==> src/rtl/irq_gate_pkg.sv <==
package irq_gate_pkg;

    parameter int VEC_W         = 8;
    parameter int PC_W          = 32;
    parameter int LOCAL_MIN_VEC = 16;

    typedef enum logic [1:0] {
        HOLD_IDLE   = 2'd0,
        HOLD_PEND   = 2'd1,
        HOLD_SERVED = 2'd2
    } hold_state_e;

    typedef enum logic {
        SRC_PIN   = 1'b0,
        SRC_LOCAL = 1'b1
    } irq_src_e;

    typedef struct packed {
        logic             valid;
        irq_src_e         src;
        logic [VEC_W-1:0] vec;
    } hw_pend_t;

    typedef struct packed {
        logic             accept;
        logic             is_sw;
        logic             illegal;
        logic [VEC_W-1:0] vec;
        logic [PC_W-1:0]  ret_ptr;
    } accept_t;

    function automatic logic vec_illegal(irq_src_e src, logic [VEC_W-1:0] v);
        return (src == SRC_LOCAL) && (int'(v) < LOCAL_MIN_VEC);
    endfunction

endpackage

==> src/rtl/irq_pend_hold.sv <==
module irq_pend_hold
    import irq_gate_pkg::*;
(
    input  logic             clk,
    input  logic             rst,
    input  logic             hw_req_i,
    input  logic             hw_src_i,
    input  logic [VEC_W-1:0] hw_vec_i,
    input  logic             take_i,
    output hw_pend_t         pend_o
);

    hold_state_e      state_q, state_d;
    irq_src_e         src_q;
    logic [VEC_W-1:0] vec_q;
    logic             capture;

    always_comb begin
        state_d = state_q;
        capture = 1'b0;
        case (state_q)
            HOLD_IDLE: begin
                if (hw_req_i) begin
                    state_d = HOLD_PEND;
                    capture = 1'b1;
                end
            end
            HOLD_PEND: begin
                if (!hw_req_i)   state_d = HOLD_IDLE;
                else if (take_i) state_d = HOLD_SERVED;
            end
            HOLD_SERVED: begin
                if (!hw_req_i) state_d = HOLD_IDLE;
            end
            default: state_d = HOLD_IDLE;
        endcase
    end

    always_ff @(posedge clk) begin
        if (rst) begin
            state_q <= HOLD_IDLE;
            src_q   <= SRC_PIN;
            vec_q   <= '0;
        end else begin
            state_q <= state_d;
            if (capture) begin
                src_q <= irq_src_e'(hw_src_i);
                vec_q <= hw_vec_i;
            end
        end
    end

    assign pend_o.valid = (state_q == HOLD_PEND);
    assign pend_o.src   = src_q;
    assign pend_o.vec   = vec_q;


    withdraw_clears_chk: assert property (@(posedge clk) disable iff (rst)
        !hw_req_i |=> !pend_o.valid);


    taken_not_repeated_chk: assert property (@(posedge clk) disable iff (rst)
        (take_i && pend_o.valid) |=> !pend_o.valid);

endmodule

==> src/rtl/irq_ret_select.sv <==
module irq_ret_select
    import irq_gate_pkg::*;
(
    input  logic            is_sw_i,
    input  logic            rep_more_i,
    input  logic [PC_W-1:0] pc_i,
    input  logic [PC_W-1:0] npc_i,
    output logic [PC_W-1:0] ret_ptr_o
);

    always_comb begin
        if (!is_sw_i && rep_more_i) ret_ptr_o = pc_i;
        else                        ret_ptr_o = npc_i;
    end

endmodule

==> src/rtl/irq_accept_gate.sv <==
module irq_accept_gate
    import irq_gate_pkg::*;
(
    input  logic             clk,
    input  logic             rst,
    input  logic             hw_req_i,
    input  logic             hw_src_i,
    input  logic [VEC_W-1:0] hw_vec_i,
    input  logic             int_en_i,
    input  logic             sw_req_i,
    input  logic [VEC_W-1:0] sw_vec_i,
    input  logic             retire_i,
    input  logic [PC_W-1:0]  retire_pc_i,
    input  logic [PC_W-1:0]  retire_npc_i,
    input  logic             rep_more_i,
    output logic             accept_o,
    output logic             accept_sw_o,
    output logic [VEC_W-1:0] accept_vec_o,
    output logic             illegal_vec_o,
    output logic [PC_W-1:0]  ret_ptr_o
);

    hw_pend_t        pend;
    accept_t         acc_d, acc_q;
    logic            take_sw, take_hw;
    logic [PC_W-1:0] ret_sel;

    irq_pend_hold u_hold (
        .clk      (clk),
        .rst      (rst),
        .hw_req_i (hw_req_i),
        .hw_src_i (hw_src_i),
        .hw_vec_i (hw_vec_i),
        .take_i   (take_hw),
        .pend_o   (pend)
    );

    // software first; hardware only when enabled and nothing from software
    assign take_sw = retire_i && sw_req_i;
    assign take_hw = retire_i && !sw_req_i && pend.valid && int_en_i;

    irq_ret_select u_ret (
        .is_sw_i    (take_sw),
        .rep_more_i (rep_more_i),
        .pc_i       (retire_pc_i),
        .npc_i      (retire_npc_i),
        .ret_ptr_o  (ret_sel)
    );

    always_comb begin
        acc_d = '0;
        if (take_sw) begin
            acc_d.accept  = 1'b1;
            acc_d.is_sw   = 1'b1;
            acc_d.vec     = sw_vec_i;
            acc_d.ret_ptr = ret_sel;
        end else if (take_hw) begin
            acc_d.accept  = 1'b1;
            acc_d.illegal = vec_illegal(pend.src, pend.vec);
            acc_d.vec     = pend.vec;
            acc_d.ret_ptr = ret_sel;
        end
    end

    always_ff @(posedge clk) begin
        if (rst) acc_q <= '0;
        else     acc_q <= acc_d;
    end

    assign accept_o      = acc_q.accept;
    assign accept_sw_o   = acc_q.is_sw;
    assign accept_vec_o  = acc_q.vec;
    assign illegal_vec_o = acc_q.illegal;
    assign ret_ptr_o     = acc_q.ret_ptr;


    boundary_only_chk: assert property (@(posedge clk) disable iff (rst)
        accept_o |-> $past(retire_i));


    masked_hw_chk: assert property (@(posedge clk) disable iff (rst)
        (accept_o && !accept_sw_o) |-> $past(int_en_i));


    sw_unmasked_chk: assert property (@(posedge clk) disable iff (rst)
        (retire_i && sw_req_i) |=> (accept_o && accept_sw_o));


    hw_waits_for_sw_chk: assert property (@(posedge clk) disable iff (rst)
        (retire_i && sw_req_i && pend.valid && hw_req_i) |=> pend.valid);


    illegal_only_hw_chk: assert property (@(posedge clk) disable iff (rst)
        illegal_vec_o |-> (accept_o && !accept_sw_o && (int'(accept_vec_o) < LOCAL_MIN_VEC)));

endmodule

==> config.mk <==
export PLATFORM = sky130hd
export DESIGN_NAME = irq_accept_gate
export DESIGN_NICKNAME = d
export VERILOG_FILES = /design/src/rtl/irq_gate_pkg.sv /design/src/rtl/irq_pend_hold.sv /design/src/rtl/irq_ret_select.sv /design/src/rtl/irq_accept_gate.sv
export SDC_FILE = /design/constraint.sdc
export NUM_CORES = 1
export LEC_CHECK = 0
export ABC_AREA = 1
export ABC_CLOCK_PERIOD_IN_PS = 1050
export CAP_MARGIN = 20
export CORE_MARGIN = 2
export CORE_UTILIZATION = 35
export DETAILED_ROUTE_END_ITERATION = 6
export GPL_TIMING_DRIVEN = 0
export PLACE_DENSITY = 0.88
export SYNTH_ARGS = -nofsm -noshare
export SYNTH_HDL_FRONTEND = slang
export SYNTH_SLANG_ARGS = --single-unit
==> constraint.sdc <==
create_clock -name clk -period 1.05 [get_ports clk]
set_input_delay 0.1575 -clock clk [delete_from_list [all_inputs] [get_ports clk]]
set_output_delay 0.1575 -clock clk [all_outputs]
set_load 0.005 [all_outputs]
# == Word-level counts from Yosys, hierarchy flattened ==
# Cells that the tools add are included.
# totals
wordCells,39
output_inout_bits,43
input_bits,88
reg_bits,54
# classes
bitwise,1
n_lt_le_gt_ge,1
n_eq_ne,5
n_reduce_logical,11
muxes,13
# ops
cell,count
2-to-1 mux 40 bit,2
2-to-1 mux 32 bit,1
< comparator 8 x 5 -> 1 bit (second input constant),1
2-to-1 mux 2 bit,4
logical AND 1 bit,6
case mux 2 bit (3 select lines),1
2-to-1 mux 1 bit,5
inequality test 2 bit (second input constant),2
inequality test 3 x 2 -> 1 bit (second input constant),1
AND reduction 3 bit,1
OR reduction 3 bit,1
equality test 2 x 1 -> 1 bit (second input constant),1
equality test 2 bit (second input constant),1
zero test 1 bit,2
zero test 2 bit,1
NOT 1 bit,1

# == Depth between registers and ports, before layout ==
# logic_depth
word_depth,7
depth_mapped,7
depth_no_buf,6

# == Hierarchy ==
# From an unflattened synthesis, not the netlist that was laid out.
# unflattened
hier_cells,330
area_unflattened_um2,2448.6
# by_module_without_submodules
mod,area_each_um2,seq_area_each_um2,n_inst,cells_each
irq_accept_gate,1372.6,860.8,1,151
irq_ret_select,569.3,0.0,1,108
irq_pend_hold,506.7,220.2,1,71

# == Least setup slack after synthesis ==
# Ideal clock, no wire load.
# synth_path
path_kind,reg-to-reg
from,register u_hold.state_q[0]
to,"register acc_q, in the netlist ret_ptr_o[10]"
arrival_ps,922
synth_period_minus_slack_ps,983
setup_slack_ps,67
path_stages_with_launch,8
cell_sequence,dfxtp_1 -> inv_2 -> nor2_2 -> nand3_4 -> nand2_2 -> nand2_4 -> buf_6 -> nor2_2
# synth_between
elab_chain_len,5
# synth_rtl
item,line,source
from (decl),irq_pend_hold.sv:13,"hold_state_e state_q, state_d;"
from (signal assigned),irq_pend_hold.sv:45,state_q <= state_d;
equality test 2 x 1 -> 1 bit,irq_pend_hold.sv:53,assign pend_o.valid = (state_q == HOLD_PEND);
logical AND 1 bit (2 in series),irq_accept_gate.sv:40,assign take_hw = retire_i && !sw_req_i && pend.valid && int_en_i;
2-to-1 mux 40 bit,irq_accept_gate.sv:57,end else if (take_hw) begin
2-to-1 mux 40 bit,irq_accept_gate.sv:52,if (take_sw) begin
to (signal assigned),irq_accept_gate.sv:66,if (rst) acc_q <= '0;
to (signal assigned),irq_accept_gate.sv:67,else acc_q <= acc_d;
to (decl),irq_accept_gate.sv:24,"accept_t acc_d, acc_q;"
# No other way between the ends.
# A chain may end at the register's enable or synchronous reset.

# == Final worst setup path ==
# layout_path
from,register u_hold.state_q[0]
to,"register acc_q, in the netlist ret_ptr_o[5]"
# Same word-level chain as after synthesis.

==> impl_metrics.yaml <==
outcome:
  status: "complete, but fails checks"
  violations: "setup timing"
cts:
  numCtsBuffers: 5
  insertion_delay_ns: 0.30
  cts-hold-fix-buffers: 0
  cts_tree: "built"
  cts.clk_slew.worst_paths_ns: 0.09
  cts.htree.levels: 2
  cts.sinks: 54
  clockBufferDepth: 2
  cts-root-buf: "clkbuf_8"
sta:
  maxSlewViolCount: 0
  relSlewSlack: 0.758
  rsz0062_at_grt: "yes"
  hold_viol_final: 0
  skew_ns: 0.00211
  period_share: 1.03
  worstMarginPinSlew_ns: 0.362
  finalSetupViolations: 29
  period_needed_ns: 1.08
  fmax_ghz: 0.926
  holdWs_ns: 0.249
  fin_tns_setup_ns: -0.439
  worst_slack_ns: -0.0303
placed_design:
  place_hpwl_um: 4930
  dp.cells: 529
  placement.io_buffers: 129
  gp_congestion: 0.801
grt:
  grt_overflow_total: 0
  first_global_vias: 2179
  grt_pass1_wl_um: 9760
  grt_max_degree: 16
  antenna_found_initial: 0
  grt_use_total: 0.166
worst_setup_path:
  r2r-start: "u_hold.state_q[0]"
  crit_family: "simple AND/OR/NAND/NOR gates"
  r2r_setup_slack_ns: -0.03
  reg2reg_depth: 7
  max_stage_delay_ns: 0.33
  worstSetupPathType: "reg -> reg"
  critical_path.endpoint_type: "flip-flop"
  worstPathRequired_ns: 1.29
  path_buf_inv: 2
  start_kind: "flip-flop"
  crit_fanout: 10
  rr_endpoint: "ret_ptr_o[5]"
  crit_path_cell_trace: "inv_2 > nor2_4 > nand3_4 > nand2_2 > nand2_4 > buf_12 > nor2_2"
  cp.arrival_ns: 1.32
  slowest_stage: "dfxtp_2"
synthesis:
  synth_fa_ha_area_frac: 0
  synth_mux_area_frac: 0
  synth-xor-area-share: 0
  mappedNetlistNets: 411
  synth.avg_cell_area_sq_um: 7.22
  ys_seq_elements: 54
  syn_area_sq_mm: 0.00233
  yosysSeqAreaShare: 0.464
  synth-compound-area-share: 0.0215
  synth_cells: 323
  synth_top_family_by_area: "simple AND/OR/NAND/NOR gates"
  ys_warn_count: 0
  yosys.area_share.simple: 0.392
  synthDistinctLibCells: 18
power_and_ir_drop:
  ir_drop_mv: 0.706
  leakagePower_nw: 1.92
  powerDensity_mw_per_mm2: 1080
route:
  wl_um: 6260
  route.detailed.drc: 0
  drt-initial-drc-count: 58
  via_per_inst: 4.38
  ant_nets: 0
  num_vias: 2355
  drtPass1Iterations: 4
  avgRoutedWirePerCell_um: 11.6
cells_and_area:
  nFillCells: 584
  finalNonFillerCells: 538
  nets: 549
  drive_above_1_share: 0.156
  areaGrowthSynthToFinish_pct: 63.8
  n_antenna_cell: 0
die:
  dieHeight_um: 85.6
  start_util: 0.365
  fp-row-count: 29
  core_sq_mm: 0.00639
  die-area_sq_mm: 0.00733
  pin_count: 131
  die_x_um: 85.6
min_path:
  hold_depth: 5
  hold_end: "ret_ptr_o[1]"
  hold_path_class: "in -> reg"
  holdCritStartpoint: "rep_more_i"
job:
  max_cap_violations: 0
[Yosys cell counts (all sizes together)]
master / count / area share
a21oi: 1 / 0.0021
nand3: 36 / 0.085
inv: 47 / 0.076
nand2: 96 / 0.17
dfxtp: 54 / 0.46
nand4: 1 / 0.0027
clkinv: 1 / 0.0016
nor3: 1 / 0.0021
nor2: 63 / 0.14
o21ai: 9 / 0.019
buf: 14 / 0.046
[routing by layer]
metal	part of all wire	vias up	wire length [um]	GRT usage
met2	0.51	80	3220	0.308
met3	0.055	14	343	0.0308
li1	-	1235	-	-
met4	0.031	0	195	0.0765
met1	0.40	1026	2500	0.183
met5	0	-	0	0
[registers in the layout, indices dropped and copies added (netlist names)]
name	count
accept_sw_o	1
u_hold.vec_q	8
accept_vec_o	8
u_hold.src_q	1
ret_ptr_o	32
illegal_vec_o	1
accept_o	1
u_hold.state_q	2
[where the power goes]
| group | leakage (nW) | internal, mW | switching, mW |
|---|---|---|---|
| clock network | 0.0438 | 0.450 | 0.637 |
| registers | 0.443 | 2.13 | 0.0287 |
| logic | 1.43 | 0.508 | 0.379 |
[cell usage in the layout (no fill, tap or decap)]
cell type and count:
nand2_1 91, clkdlybuf4s50_1 84, dfxtp_1 50, inv_1 42, nand3_1 34, nor2_2 31, nor2_1 31, dlygate4sd2_1 28
clkdlybuf4s15_1 17, buf_2 7, o21ai_0 7, inv_2 5, clkbuf_8 5, dfxtp_2 4, nand2_2 3, nand2_4 3
buf_6 3, buf_12 3, buf_4 2, o21ai_1 2, clkinv_2 2, nor2_4 1, nand3_4 1, nand3_2 1
clkinv_4 1, nor3_1 1, nand4_1 1, a21oi_1 1
[cells by family after synthesis]
family,after synthesis
simple gates,197
flops,54
compound gates,10
buf+inv,62
[through the flow]
stage,util,instance area (sq um),power [mW],setup slack [ns]
3_5_place_dp,0.582,3720,3.11,-0.413
2_1_floorplan,-,2330,2.60,0.0666
6_report,0.598,3820,4.13,-0.0303
4_1_cts,0.590,3770,4.17,-0.0326
3_3_place_gp,0.582,3720,3.09,-0.404
5_1_grt,0.598,3820,4.35,-0.102
[repair_timing]
action	CTS	global route
hold endpoints to repair	0	0
gates cloned	1	0
buffers inserted	0	1
gates resized for setup	52	26
pin swaps	1	0
setup endpoints to repair	91	66
[layout make-up]
cell class | instances | area (sq um) | area share
timing repair buffer | 130 | 1260 | 0.331
multi-input combinational | 208 | 975 | 0.255
clock buffer | 5 | 68.8 | 0.0180
clock inverter | 2 | 10.0 | 0.00262
buffer | 14 | 136 | 0.0357
tap | 77 | 96.3 | 0.0252
inverter | 48 | 185 | 0.0485
sequential | 54 | 1090 | 0.284
[worst max path at each step]
stage                      startpoint         endpoint  slack, ns  cells after the start
floorplan           u_hold.state_q[0]    ret_ptr_o[10]       0.07                      7
global placement             retire_i    ret_ptr_o[24]      -0.40                      7
detailed placement           retire_i    ret_ptr_o[24]      -0.41                      7
CTS                 u_hold.state_q[0]    ret_ptr_o[21]      -0.03                      7
global route        u_hold.state_q[0]  accept_vec_o[2]      -0.10                      6
finish              u_hold.state_q[0]     ret_ptr_o[5]      -0.03                      7
[worst min-delay path: cells and delay by family]
family / cells / cell delay, ns
buf+inv: 2 / 0.18
simple gates: 3 / 0.17
Power figures use the tool's default switching activity.
